$ cat src/rtl/rstk_pkg.sv
package rstk_pkg;

  typedef enum logic [1:0] {
    OP_IDLE = 2'd0,
    OP_PUSH = 2'd1,
    OP_POP  = 2'd2,
    OP_SWAP = 2'd3
  } stk_op_e;

  function automatic stk_op_e decode_op(input logic push, input logic pop);
    case ({pop, push})
      2'b01:   return OP_PUSH;
      2'b10:   return OP_POP;
      2'b11:   return OP_SWAP;
      default: return OP_IDLE;
    endcase
  endfunction

endpackage

$ cat src/rtl/rstk_ring_ptr.sv
module rstk_ring_ptr
  import rstk_pkg::*;
#(
  parameter int DEPTH = 8,
  localparam int PW = (DEPTH > 1) ? $clog2(DEPTH) : 1
) (
  input  logic          clk,
  input  logic          rst,
  input  stk_op_e       op,
  output logic [PW-1:0] ptr_o,
  output logic [PW-1:0] below_o,
  output logic [PW-1:0] below2_o
);

  localparam bit POW2 = (DEPTH & (DEPTH - 1)) == 0;

  logic [PW-1:0] ptr_q;
  logic [PW-1:0] ptr_inc;
  logic [PW-1:0] ptr_dec;
  logic [PW-1:0] ptr_dec2;

  generate
    if (POW2) begin : g_pow2
      assign ptr_inc  = ptr_q + PW'(1);
      assign ptr_dec  = ptr_q - PW'(1);
      assign ptr_dec2 = ptr_q - PW'(2);
    end else begin : g_cmp
      assign ptr_inc  = (ptr_q == PW'(DEPTH - 1)) ? '0 : ptr_q + PW'(1);
      assign ptr_dec  = (ptr_q == '0) ? PW'(DEPTH - 1) : ptr_q - PW'(1);
      assign ptr_dec2 = (ptr_dec == '0) ? PW'(DEPTH - 1) : ptr_dec - PW'(1);
    end
  endgenerate

  always_ff @(posedge clk) begin
    if (rst) begin
      ptr_q <= '0;
    end else begin
      case (op)
        OP_PUSH: ptr_q <= ptr_inc;
        OP_POP:  ptr_q <= ptr_dec;
        default: ptr_q <= ptr_q;
      endcase
    end
  end

  assign ptr_o    = ptr_q;
  assign below_o  = ptr_dec;
  assign below2_o = ptr_dec2;

  // after a push the slot just written sits directly below the pointer
  p_push_step_r2: assert property (@(posedge clk) disable iff (rst)
    op == OP_PUSH |=> below_o == $past(ptr_o));
  // a pop lands the pointer on the old top slot
  p_pop_step_r3: assert property (@(posedge clk) disable iff (rst)
    op == OP_POP |=> ptr_o == $past(below_o));
  // a combined push and pop keeps the pointer
  p_swap_hold_r6: assert property (@(posedge clk) disable iff (rst)
    op == OP_SWAP |=> $stable(ptr_o));
  // idle keeps the pointer
  p_idle_hold_r7: assert property (@(posedge clk) disable iff (rst)
    op == OP_IDLE |=> $stable(ptr_o));
  // reset returns to slot zero
  p_reset_zero_r8: assert property (@(posedge clk)
    rst |=> ptr_o == '0);

endmodule

$ cat src/rtl/rstk_ram.sv
module rstk_ram #(
  parameter int DEPTH = 8,
  parameter int WIDTH = 13,
  localparam int PW = (DEPTH > 1) ? $clog2(DEPTH) : 1
) (
  input  logic             clk,
  input  logic             we,
  input  logic [PW-1:0]    waddr,
  input  logic [WIDTH-1:0] wdata,
  input  logic             re,
  input  logic [PW-1:0]    raddr,
  output logic [WIDTH-1:0] rdata
);

  logic [WIDTH-1:0] mem [DEPTH];
  logic [WIDTH-1:0] rdata_q;

  always_ff @(posedge clk) begin
    if (we) mem[waddr] <= wdata;
  end

  always_ff @(posedge clk) begin
    if (re) rdata_q <= mem[raddr];
  end

  assign rdata = rdata_q;

endmodule

$ cat src/rtl/rstk_top.sv
module rstk_top
  import rstk_pkg::*;
#(
  parameter int DEPTH  = 8,
  parameter int ADDR_W = 13,
  localparam int PW = (DEPTH > 1) ? $clog2(DEPTH) : 1
) (
  input  logic              clk,
  input  logic              rst,
  input  logic              push_i,
  input  logic              pop_i,
  input  logic [ADDR_W-1:0] push_addr_i,
  output logic [ADDR_W-1:0] top_o
);

  stk_op_e          op;
  logic [PW-1:0]     ptr;
  logic [PW-1:0]     below;
  logic [PW-1:0]     below2;
  logic              wr_en;
  logic [PW-1:0]     wr_slot;
  logic              rd_en;
  logic [ADDR_W-1:0] rd_data;
  logic [ADDR_W-1:0] fwd_q;
  logic              use_fwd_q;

  assign op      = decode_op(push_i, pop_i);
  assign wr_en   = (op == OP_PUSH) || (op == OP_SWAP);
  assign wr_slot = (op == OP_SWAP) ? below : ptr;
  assign rd_en   = (op == OP_POP);

  rstk_ring_ptr #(.DEPTH(DEPTH)) u_ptr (
    .clk      (clk),
    .rst      (rst),
    .op       (op),
    .ptr_o    (ptr),
    .below_o  (below),
    .below2_o (below2)
  );

  rstk_ram #(.DEPTH(DEPTH), .WIDTH(ADDR_W)) u_ram (
    .clk   (clk),
    .we    (wr_en),
    .waddr (wr_slot),
    .wdata (push_addr_i),
    .re    (rd_en),
    .raddr (below2),
    .rdata (rd_data)
  );

  // A written value is forwarded from its own register; a pop takes the
  // synchronous memory read of the slot that becomes the new top.
  always_ff @(posedge clk) begin
    if (rst) begin
      fwd_q     <= '0;
      use_fwd_q <= 1'b1;
    end else if (wr_en) begin
      fwd_q     <= push_addr_i;
      use_fwd_q <= 1'b1;
    end else if (rd_en) begin
      use_fwd_q <= 1'b0;
    end
  end

  assign top_o = use_fwd_q ? fwd_q : rd_data;

  // any push makes its address the visible top
  p_push_top_r2: assert property (@(posedge clk) disable iff (rst)
    push_i |=> top_o == $past(push_addr_i));
  // no strobe, no change on the output
  p_idle_top_r7: assert property (@(posedge clk) disable iff (rst)
    !push_i && !pop_i |=> $stable(top_o));
  // reset shows zero on the output
  p_reset_top_r8: assert property (@(posedge clk)
    rst |=> top_o == '0);

endmodule

$ cat config.mk
export PLATFORM = sky130hd
export DESIGN_NAME = rstk_top
export DESIGN_NICKNAME = d
export VERILOG_FILES = /design/src/rtl/rstk_pkg.sv /design/src/rtl/rstk_ring_ptr.sv /design/src/rtl/rstk_ram.sv /design/src/rtl/rstk_top.sv
export SDC_FILE = /design/constraint.sdc
export NUM_CORES = 1
export LEC_CHECK = 0
export ABC_CLOCK_PERIOD_IN_PS = 8000
export BUFFER_PORTS_ARGS = -buffer_cell sky130_fd_sc_hd__clkbuf_2
export CAP_MARGIN = 15
export CELL_PAD_IN_SITES_DETAIL_PLACEMENT = 1
export CELL_PAD_IN_SITES_GLOBAL_PLACEMENT = 2
export CORE_UTILIZATION = 49
export CTS_CLUSTER_DIAMETER = 40
export DETAILED_ROUTE_END_ITERATION = 8
export PLACE_DENSITY_LB_ADDON = 0.25
export REMOVE_ABC_BUFFERS = 1
export SYNTH_ARGS = -nofsm -noshare
export SYNTH_HDL_FRONTEND = slang
export SYNTH_SLANG_ARGS = --single-unit
export TNS_END_PERCENT = 100
$ cat constraint.sdc
create_clock -name clk -period 8 [get_ports clk]
set_clock_uncertainty 0.15 [all_clocks]
set_input_delay 1.6 -clock clk [delete_from_list [all_inputs] [get_ports clk]]
set_output_delay 1.6 -clock clk [all_outputs]
set_load 0.02 [all_outputs]
-- Word-level counts from Yosys, hierarchy flattened
Memories as Yosys holds them, arrays and structs flattened. A register that Yosys moved wholly into a read port is not among the register bits.
Index checks and enable logic that the tools add are counted.
- flip-flop bits (word level): 17
- bits in writable memories: 104
- bits of input ports: 17
- output and inout bits: 13
- logic and storage cells: 22
- memories kept: 1
- add/subtract/negate cells: 3
- equality and inequality tests: 6
- muxes and demuxes: 6
- reduce and logical (&&, ||, !) cells: 3
- memory list (memory ; depth ; bits a word ; read ports ; clocked after memory_dff ; wr ports ; RTL line ; source):
    u_ram.mem ; 8 ; 13 ; 1 ; 1 ; 1 ; rstk_ram.sv:15 ; logic [WIDTH-1:0] mem [DEPTH];
- operators by type and width (operator ; number):
    13-bit 2-to-1 mux ; 1
    2-bit == test (second input constant) ; 4
    2-bit case mux with 3 select lines ; 1
    3-bit case mux with 2 select lines ; 1
    2-bit by 1-bit == test with 1-bit output (second input constant) ; 2
    3-bit by 1-bit adder with 3-bit output (second input constant) ; 1
    3-bit 2-to-1 mux ; 1
    3-bit by 1-bit subtractor with 3-bit output (second input constant) ; 1
    3-bit by 2-bit subtractor with 3-bit output (second input constant) ; 1
    1-bit 2-to-1 mux ; 2
    2-bit nonzero test ; 1
    2-bit OR reduction ; 1
    1-bit logical OR ; 1

-- Longest topological paths before layout
Gate-level depths: netlist (run 1).
- depth after elaboration: 6
- gate-level depth with buffers: 8
- gate-level depth less buffers: 5

-- By module
From an unflattened synthesis (run 1), not the netlist that was laid out.
- cells, all modules: 265
- area total of the unflattened synthesis: 5406.4 um^2
- modules (own cells, without submodules) (module ; instances ; cells each ; area an instance (um^2) ; sequential area each (um^2)):
    rstk_ram ; 1 ; 176 ; 4445.5 ; 3513.4
    rstk_top ; 1 ; 67 ; 764.5 ; 280.3
    rstk_ring_ptr ; 1 ; 22 ; 196.4 ; 60.1

-- Least setup slack after synthesis (run 1)
OpenSTA, ideal clock, no wires.
- path type: input-to-reg
- start: in push_i
- end: mem u_ram.mem[0][0], enable pin
- library setup time: 382 ps
- arrival time: 2762 ps
- required time: 7468 ps
- slack: 4706 ps
- cell stages on the path: 4
- path through: ha_1 > nor2b_1 > a31oi_1 > nor2_1
- longest elaborated chain between the ends: 6
- ends and longest elaborated chain (item ; RTL line ; source):
    from (decl) ; rstk_top.sv:10 ; input logic push_i,
    2-bit == test / 2-bit by 1-bit == test with 1-bit output (equally long branches) ; rstk_pkg.sv:11 ; case ({pop, push})
    2-bit case mux with 3 select lines * ; rstk_pkg.sv:11 ;
    2-bit by 1-bit == test with 1-bit output / 2-bit == test (equally long branches) ; rstk_top.sv:28, rstk_top.sv:29 ;
    1-bit logical OR ; rstk_top.sv:28 ; assign wr_en = (op == OP_PUSH) || (op == OP_SWAP);
    1-bit 2-to-1 mux ; rstk_ram.sv:19 ; if (we) mem[waddr] <= wdata;
    1-bit 2-to-1 mux (implied by the code) ; rstk_ram.sv:19 ;
    to (decl) ; rstk_ram.sv:15 ;
Mark *: on every way between the ends. The rest lies on a longest branch, timed or not.

-- Worst setup path in the final report (run 1)
- start: reg use_fwd_q
- end: out top_o[7]
- longest elaborated chain between the ends: 1
- ends and longest elaborated chain (item ; RTL line ; source):
    from (decl) ; rstk_top.sv:25 ; logic use_fwd_q;
    from (signal assigned) ; rstk_top.sv:56 ; use_fwd_q <= 1'b1;
    from (signal assigned) ; rstk_top.sv:59 ; use_fwd_q <= 1'b1;
    from (signal assigned) ; rstk_top.sv:61 ; use_fwd_q <= 1'b0;
    13-bit 2-to-1 mux ; rstk_top.sv:65 ; assign top_o = use_fwd_q ? fwd_q : rd_data;
    to (decl) ; rstk_top.sv:13 ; output logic [ADDR_W-1:0] top_o
Every way passes these cells.

==> results_dict.tcl, run 1 <==
set metrics [dict create \
    hpwl_microns 6690 \
    period_minus_slack_ps 3790 \
    n_antenna_cell 0 \
    yosysUniqueCellTypes 30 \
    die_w_microns 106 \
    reg2reg_to "u_ram.mem[2][0]$_DFFE_PP_" \
    power.internal_mw 1.37 \
    pin_count 30 \
    placed_area_sq_um 5630 \
    die-area_sq_um 11300 \
    drv_cap 0 \
    grt_util_all_layers_pct 22.9 \
    cts-root-buf "clkbuf_8" \
    antenna_found_initial 0 \
    syn_area_sq_um 5320 \
    yosys.area.top_type "edfxtp_1" \
    max_freq_mhz 264 \
    gp_congestion 0.728 \
    p_switching_mw 0.401 \
    initial_utilization_pct 51.0 \
    synth_seq_cells 134 \
    worstMarginPinSlew_ps 1000 \
    synthCells 309 \
    cts_setup_buffers 0 \
    fp-row-count 37 \
    cts_tree "built" \
    nets 374 \
    regToRegStartpoint "u_ptr.ptr_o[0]$_SDFFE_PP0P_" \
    worstPathRequired_ps 6250 \
    hold_buffers 0 \
    design_area_sq_um 6210 \
    drive_gt1_share_pct 26.8 \
    drt-initial-drc-count 236 \
    wl_per_cell_microns 23.6 \
    grt_pass1_vias 2963 \
    ant_nets 0 \
    fin_crit_sh_pct 47.3 \
    area_delta_synth_final_pct 16.9 \
    cts_sinks 134 \
    finalHoldViolations 0 \
    rr_worst_depth 7 \
    hp-class "register to register" \
    whs_path_depth 2 \
    synth_seq_area_share_pct 72.5 \
    synth.top_cells.by_area "edfxtp_1, dfxtp_1, mux4_1" \
    tritoncts.num_buffers 17 \
    p_seq_share_pct 46.3 \
    clkTransAtPathRegs_ps 60 \
    leakage_nw 2.20 \
    switching_share_pct 22.7 \
    crit_fanout 14 \
    crit_type "register to output pin" \
    postCtsResizedCells 0 \
    crit_start "use_fwd_q$_SDFFE_PP1P_" \
    floorplan.core_area_sq_um 10400 \
    avgSynthCellArea_sq_um 17.2 \
    p_comb_share_pct 10.5 \
    power.density_nw_per_um2 285 \
    die_h_microns 106 \
    reg2reg_slack_ps 5020 \
    portBuffers 29 \
    status "completed" \
    synth_top_area_share_pct 66.1 \
    rsz0062_at_grt "false" \
    worst_setup_path_endpoint "top_o[7]" \
    peakVddDrop_mv 0.153 \
    h-tree-depth 4 \
    arrival_ps 2040 \
    drc 0 \
    tns_ps 0 \
    num_vias 2846 \
    slew_headroom_pct 33.1 \
    ys_warn_count 0 \
    crit_path_end_kind "output pin" \
    grt_max_degree 43 \
    grt_pass1_wl_microns 18100 \
    clk_latency_ps 520 \
    num-fill-cells 969 \
    setup_viol 0 \
    p_clk_share_pct 43.2 \
    cp-start-kind "register" \
    viasPerCell 5.68 \
    routed_wl_microns 11800 \
    overflow 0 \
    firstDrtPassIters 4 \
    cts_max_path_buffers 2 \
    final_max_slew_viol_count 0 \
]
## cell usage in the layout (no fill, tap or decap), types with 2 or more instances in the layout
master      instances
edfxtp_1          117
nand2_1            31
clkbuf_2           29
mux2_2             20
mux2i_1            16
clkbuf_16          16
dfxtp_1            16
a21oi_1            15
mux4_1             11
buf_4              11
nor2_1             10
o21ai_0             6
mux4_2              5
inv_1               5
nand3_1             5
o22ai_1             5
a221o_1             5
ha_1                5
clkinv_2            5
a31oi_1             4
xor2_1              3
clkbuf_8            3
clkbuf_1            3
bufinv_16           3
and3_1              2
or2_2               2
and3b_1             2
clkinvlp_4          2
## worst min path at each step
stage	start	to	slack [ps]
global route	fwd_q[4]$_SDFFE_PP0P_	fwd_q[4]$_SDFFE_PP0P_	330
floorplan	fwd_q[0]$_SDFFE_PP0P_	fwd_q[0]$_SDFFE_PP0P_	270
CTS	fwd_q[3]$_SDFFE_PP0P_	fwd_q[3]$_SDFFE_PP0P_	300
detailed placement	fwd_q[3]$_SDFFE_PP0P_	fwd_q[3]$_SDFFE_PP0P_	300
finish	fwd_q[3]$_SDFFE_PP0P_	fwd_q[3]$_SDFFE_PP0P_	300
global placement	fwd_q[9]$_SDFFE_PP0P_	fwd_q[9]$_SDFFE_PP0P_	280
## registers in the layout (all words and copies together), names as in the netlist
signal / flops
u_ram.mem: 104
u_ptr.ptr_o: 3
fwd_q: 13
use_fwd_q: 1
u_ram.rdata: 13
## layer usage
metal | wire, microns | part of all wire [%] | up-vias | global-route usage, %
met5 | 0 | 0 | - | 0
met4 | 129 | 1.1 | 0 | 7.54
met2 | 5860 | 50 | 83 | 36.1
met1 | 5320 | 45 | 1461 | 31.5
met3 | 503 | 4.3 | 14 | 5.46
li1 | - | - | 1288 | -
## layout make-up
| type | instances | area, sq um | area share [%] |
|---|---|---|---|
| sequential | 134 | 3850 | 62.1 |
| clock buffer | 22 | 453 | 7.29 |
| clock inverter | 10 | 130 | 2.09 |
| multi-input combinational | 154 | 1360 | 21.9 |
| inverter | 5 | 18.8 | 0.302 |
| tap | 136 | 170 | 2.74 |
| timing repair buffer | 40 | 228 | 3.67 |
## synth_stat cells
| master | instances |
|---|---|
| a211oi_1 | 1 |
| a21oi_1 | 15 |
| a221o_1 | 5 |
| a31oi_1 | 4 |
| and3_1 | 2 |
| and3b_1 | 2 |
| buf_2 | 5 |
| buf_4 | 2 |
| buf_6 | 2 |
| clkbuf_1 | 7 |
| dfxtp_1 | 17 |
| edfxtp_1 | 117 |
| ha_1 | 5 |
| inv_1 | 5 |
| mux2_2 | 20 |
| mux2i_1 | 16 |
| mux4_1 | 11 |
| mux4_2 | 5 |
| nand2_1 | 31 |
| nand2b_1 | 1 |
| nand3_1 | 5 |
| nor2_1 | 11 |
| nor2b_1 | 1 |
| nor3b_1 | 1 |
| o21ai_0 | 6 |
| o22ai_1 | 5 |
| or2_2 | 2 |
| or3_1 | 1 |
| xnor2_1 | 1 |
| xor2_1 | 3 |
## power groups by stage
stage          logic (mW)  clock network (mW)  registers (mW)
2_1_floorplan       0.104                   0           0.844
3_3_place_gp        0.180                   0           0.830
3_5_place_dp        0.186                   0           0.833
4_1_cts             0.189               0.776           0.819
5_1_grt             0.201               0.802           0.822
6_report            0.185               0.765           0.819
## critical path, stage by stage, from the launching register on
cell and delay [ps]:
dfxtp_1 930, mux2_2 430, clkbuf_2 160
## metrics by stage
stage	setup WS, ps	std cells	power, mW	hold slack [ps]	utilization [%]
floorplan	4640	293	0.948	272	-
global placement	4410	469	1.01	285	54.0
detailed placement	4250	469	1.02	295	54.0
CTS	4180	501	1.78	303	59.6
global route	4160	501	1.82	330	59.6
finish	4210	501	1.77	304	59.6
## kinds of logic (layout without fill, tap and decap cells)
kind of cell / Yosys count / in the layout / share of synthesized area (%)
and+or+nand+nor: 57 / 57 / 4.73
DFF: 134 / 134 / 72.5
AOI/OAI and AO/OA: 36 / 36 / 4.12
buffers and inverters: 21 / 77 / 2.02
xor gates and xnor gates: 4 / 4 / 0.659
muxes: 52 / 52 / 14.8
adders and majority gates: 5 / 5 / 1.18
Note: power is estimated with default switching activity, not from simulation.
==> run 2, diff against run 1 <==
--- a/config.mk
+++ b/config.mk
@@ -5,12 +5,12 @@
 export SDC_FILE = /design/constraint.sdc
 export NUM_CORES = 1
 export LEC_CHECK = 0
-export ABC_CLOCK_PERIOD_IN_PS = 8000
+export ABC_CLOCK_PERIOD_IN_PS = 3500
 export BUFFER_PORTS_ARGS = -buffer_cell sky130_fd_sc_hd__clkbuf_2
 export CAP_MARGIN = 15
 export CELL_PAD_IN_SITES_DETAIL_PLACEMENT = 1
 export CELL_PAD_IN_SITES_GLOBAL_PLACEMENT = 2
-export CORE_UTILIZATION = 49
+export CORE_UTILIZATION = 45
 export CTS_CLUSTER_DIAMETER = 40
 export DETAILED_ROUTE_END_ITERATION = 8
 export PLACE_DENSITY_LB_ADDON = 0.25
==> constraint.sdc (replaced) <==
create_clock -name clk -period 3.5 [get_ports clk]
set_clock_uncertainty 0.15 [all_clocks]
set_input_delay 0.7 -clock clk [delete_from_list [all_inputs] [get_ports clk]]
set_output_delay 0.7 -clock clk [all_outputs]
set_load 0.02 [all_outputs]
==> results_dict.tcl, run 2 (synthesis gave the netlist of run 1 again) <==
set metrics [dict create \
    final_common_cell "edfxtp_1" \
    initial_utilization_pct 46.4 \
    die-area_sq_um 12300 \
    finalHoldViolations 0 \
    cts_max_path_buffers 2 \
    portBuffers 29 \
    cp-start-kind "register" \
    n_antenna_cell 0 \
    cts_setup_buffers 0 \
    reg2reg_slack_ps 1200 \
    power.density_nw_per_um2 669 \
    routed_wl_microns 12400 \
    crit_path_end_kind "output pin" \
    drt-initial-drc-count 203 \
    area_delta_synth_final_pct 18.3 \
    regToRegStartpoint "u_ptr.ptr_o[0]$_SDFFE_PP0P_" \
    p_total_mw 4.20 \
    tritoncts.num_buffers 17 \
    nets 376 \
    status "completed" \
    grt_max_degree 42 \
    viasPerCell 5.71 \
    leakage_nw 2.23 \
    cts-root-buf "clkbuf_16" \
    rsz0062_at_grt "false" \
    utilization_pct 54.8 \
    drv_cap 0 \
    period_minus_slack_ps 2720 \
    hp-class "register to register" \
    clk_latency_ps 430 \
    fp-row-count 39 \
    gp_congestion 0.736 \
    tns_ps 0 \
    worstPathRequired_ps 2650 \
    peakVddDrop_mv 0.415 \
    drive_gt1_share_pct 26.4 \
    die_w_microns 111 \
    grtUsageMet1_pct 29.9 \
    crit_start "use_fwd_q$_SDFFE_PP1P_" \
    grt.busiest_layer "met2" \
    overflow 0 \
    die_h_microns 111 \
    pin_count 30 \
    hold_ws_ps 302 \
    critPathSlowestCell "dfxtp_1" \
    cts_tree "built" \
    worstMarginPinSlew_ps 830 \
    final_cell_count_no_fill 510 \
    clkTransAtPathRegs_ps 50 \
    hold_buffers 0 \
    postCtsResizedCells 0 \
    hp-start "fwd_q[0]$_SDFFE_PP0P_" \
    slew_headroom_pct 44.6 \
    grt.met3_usage_pct 5.74 \
    max_freq_mhz 368 \
    hpwl_microns 7570 \
    largest_reg_flops 104 \
    arrival_ps 1870 \
    final_max_slew_viol_count 0 \
    fin_crit_sh_pct 77.7 \
    num_vias 2912 \
    firstDrtPassIters 4 \
    h-tree-depth 4 \
    fin_ws_ps 779 \
    use_met2_pct 32.9 \
    crit_fanout 14 \
    grt_pass1_wl_microns 18500 \
    cts_sinks 134 \
    setup_viol 0 \
    regMostFlops "u_ram.mem" \
    antenna_found_initial 0 \
    placed_area_sq_um 5640 \
    cpPeakStageDelay_ps 860 \
    floorplan.core_area_sq_um 11500 \
    num-fill-cells 1059 \
    dp_worst_setup_slack_ps 1040 \
    grt_pass1_vias 3006 \
    design_area_sq_um 6290 \
    worstPathCellList "mux2_2 > clkbuf_2" \
    grt_util_all_layers_pct 21.5 \
    layout_common_cells "edfxtp_1, nand2_1, clkbuf_2" \
    crit_type "register to output pin" \
    wl_per_cell_microns 24.3 \
    placed_cells 477 \
    drc 0 \
    ant_nets 0 \
]
-- run 2: path summary, 6_finish.rpt --
kind                                                 end  cells after the start
worst max-delay path                            top_o[3]                      2
worst min-delay path               fwd_q[0]$_SDFFE_PP0P_                      2
worst min register to register     fwd_q[0]$_SDFFE_PP0P_                      2
worst max register to register  u_ram.rdata[5]$_DFFE_PP_                      3
-- run 2: layout make-up --
class                      count  area [sq um]  share of cell area, %
sequential                   134          3850                   61.3
multi-input combinational    154          1360                   21.6
clock buffer                  25           485                   7.72
timing repair buffer          42           250                   3.98
tap                          143           179                   2.85
clock inverter                 7           144                   2.29
inverter                       5          18.8                  0.299
-- run 2: layer usage --
metal | routed length (microns) | share of wire, % | vias to the layer above
met5 | 0 | 0 | -
met4 | 178 | 1.4 | 0
met3 | 507 | 4.1 | 12
met2 | 5870 | 47 | 82
met1 | 5830 | 47 | 1516
li1 | - | - | 1302
-- run 2: critical path, delay by kind of cell, from the launching register on --
family   cells  cell delay, ps
buf+inv      1             160
flops        1             860
mux          1             420
-- run 2: report_power, final --
part           leakage [nW]  internal, mW  switching, mW
clock                 0.298          1.25          0.642
sequential             1.21          1.84         0.0315
combinational         0.723         0.172          0.265
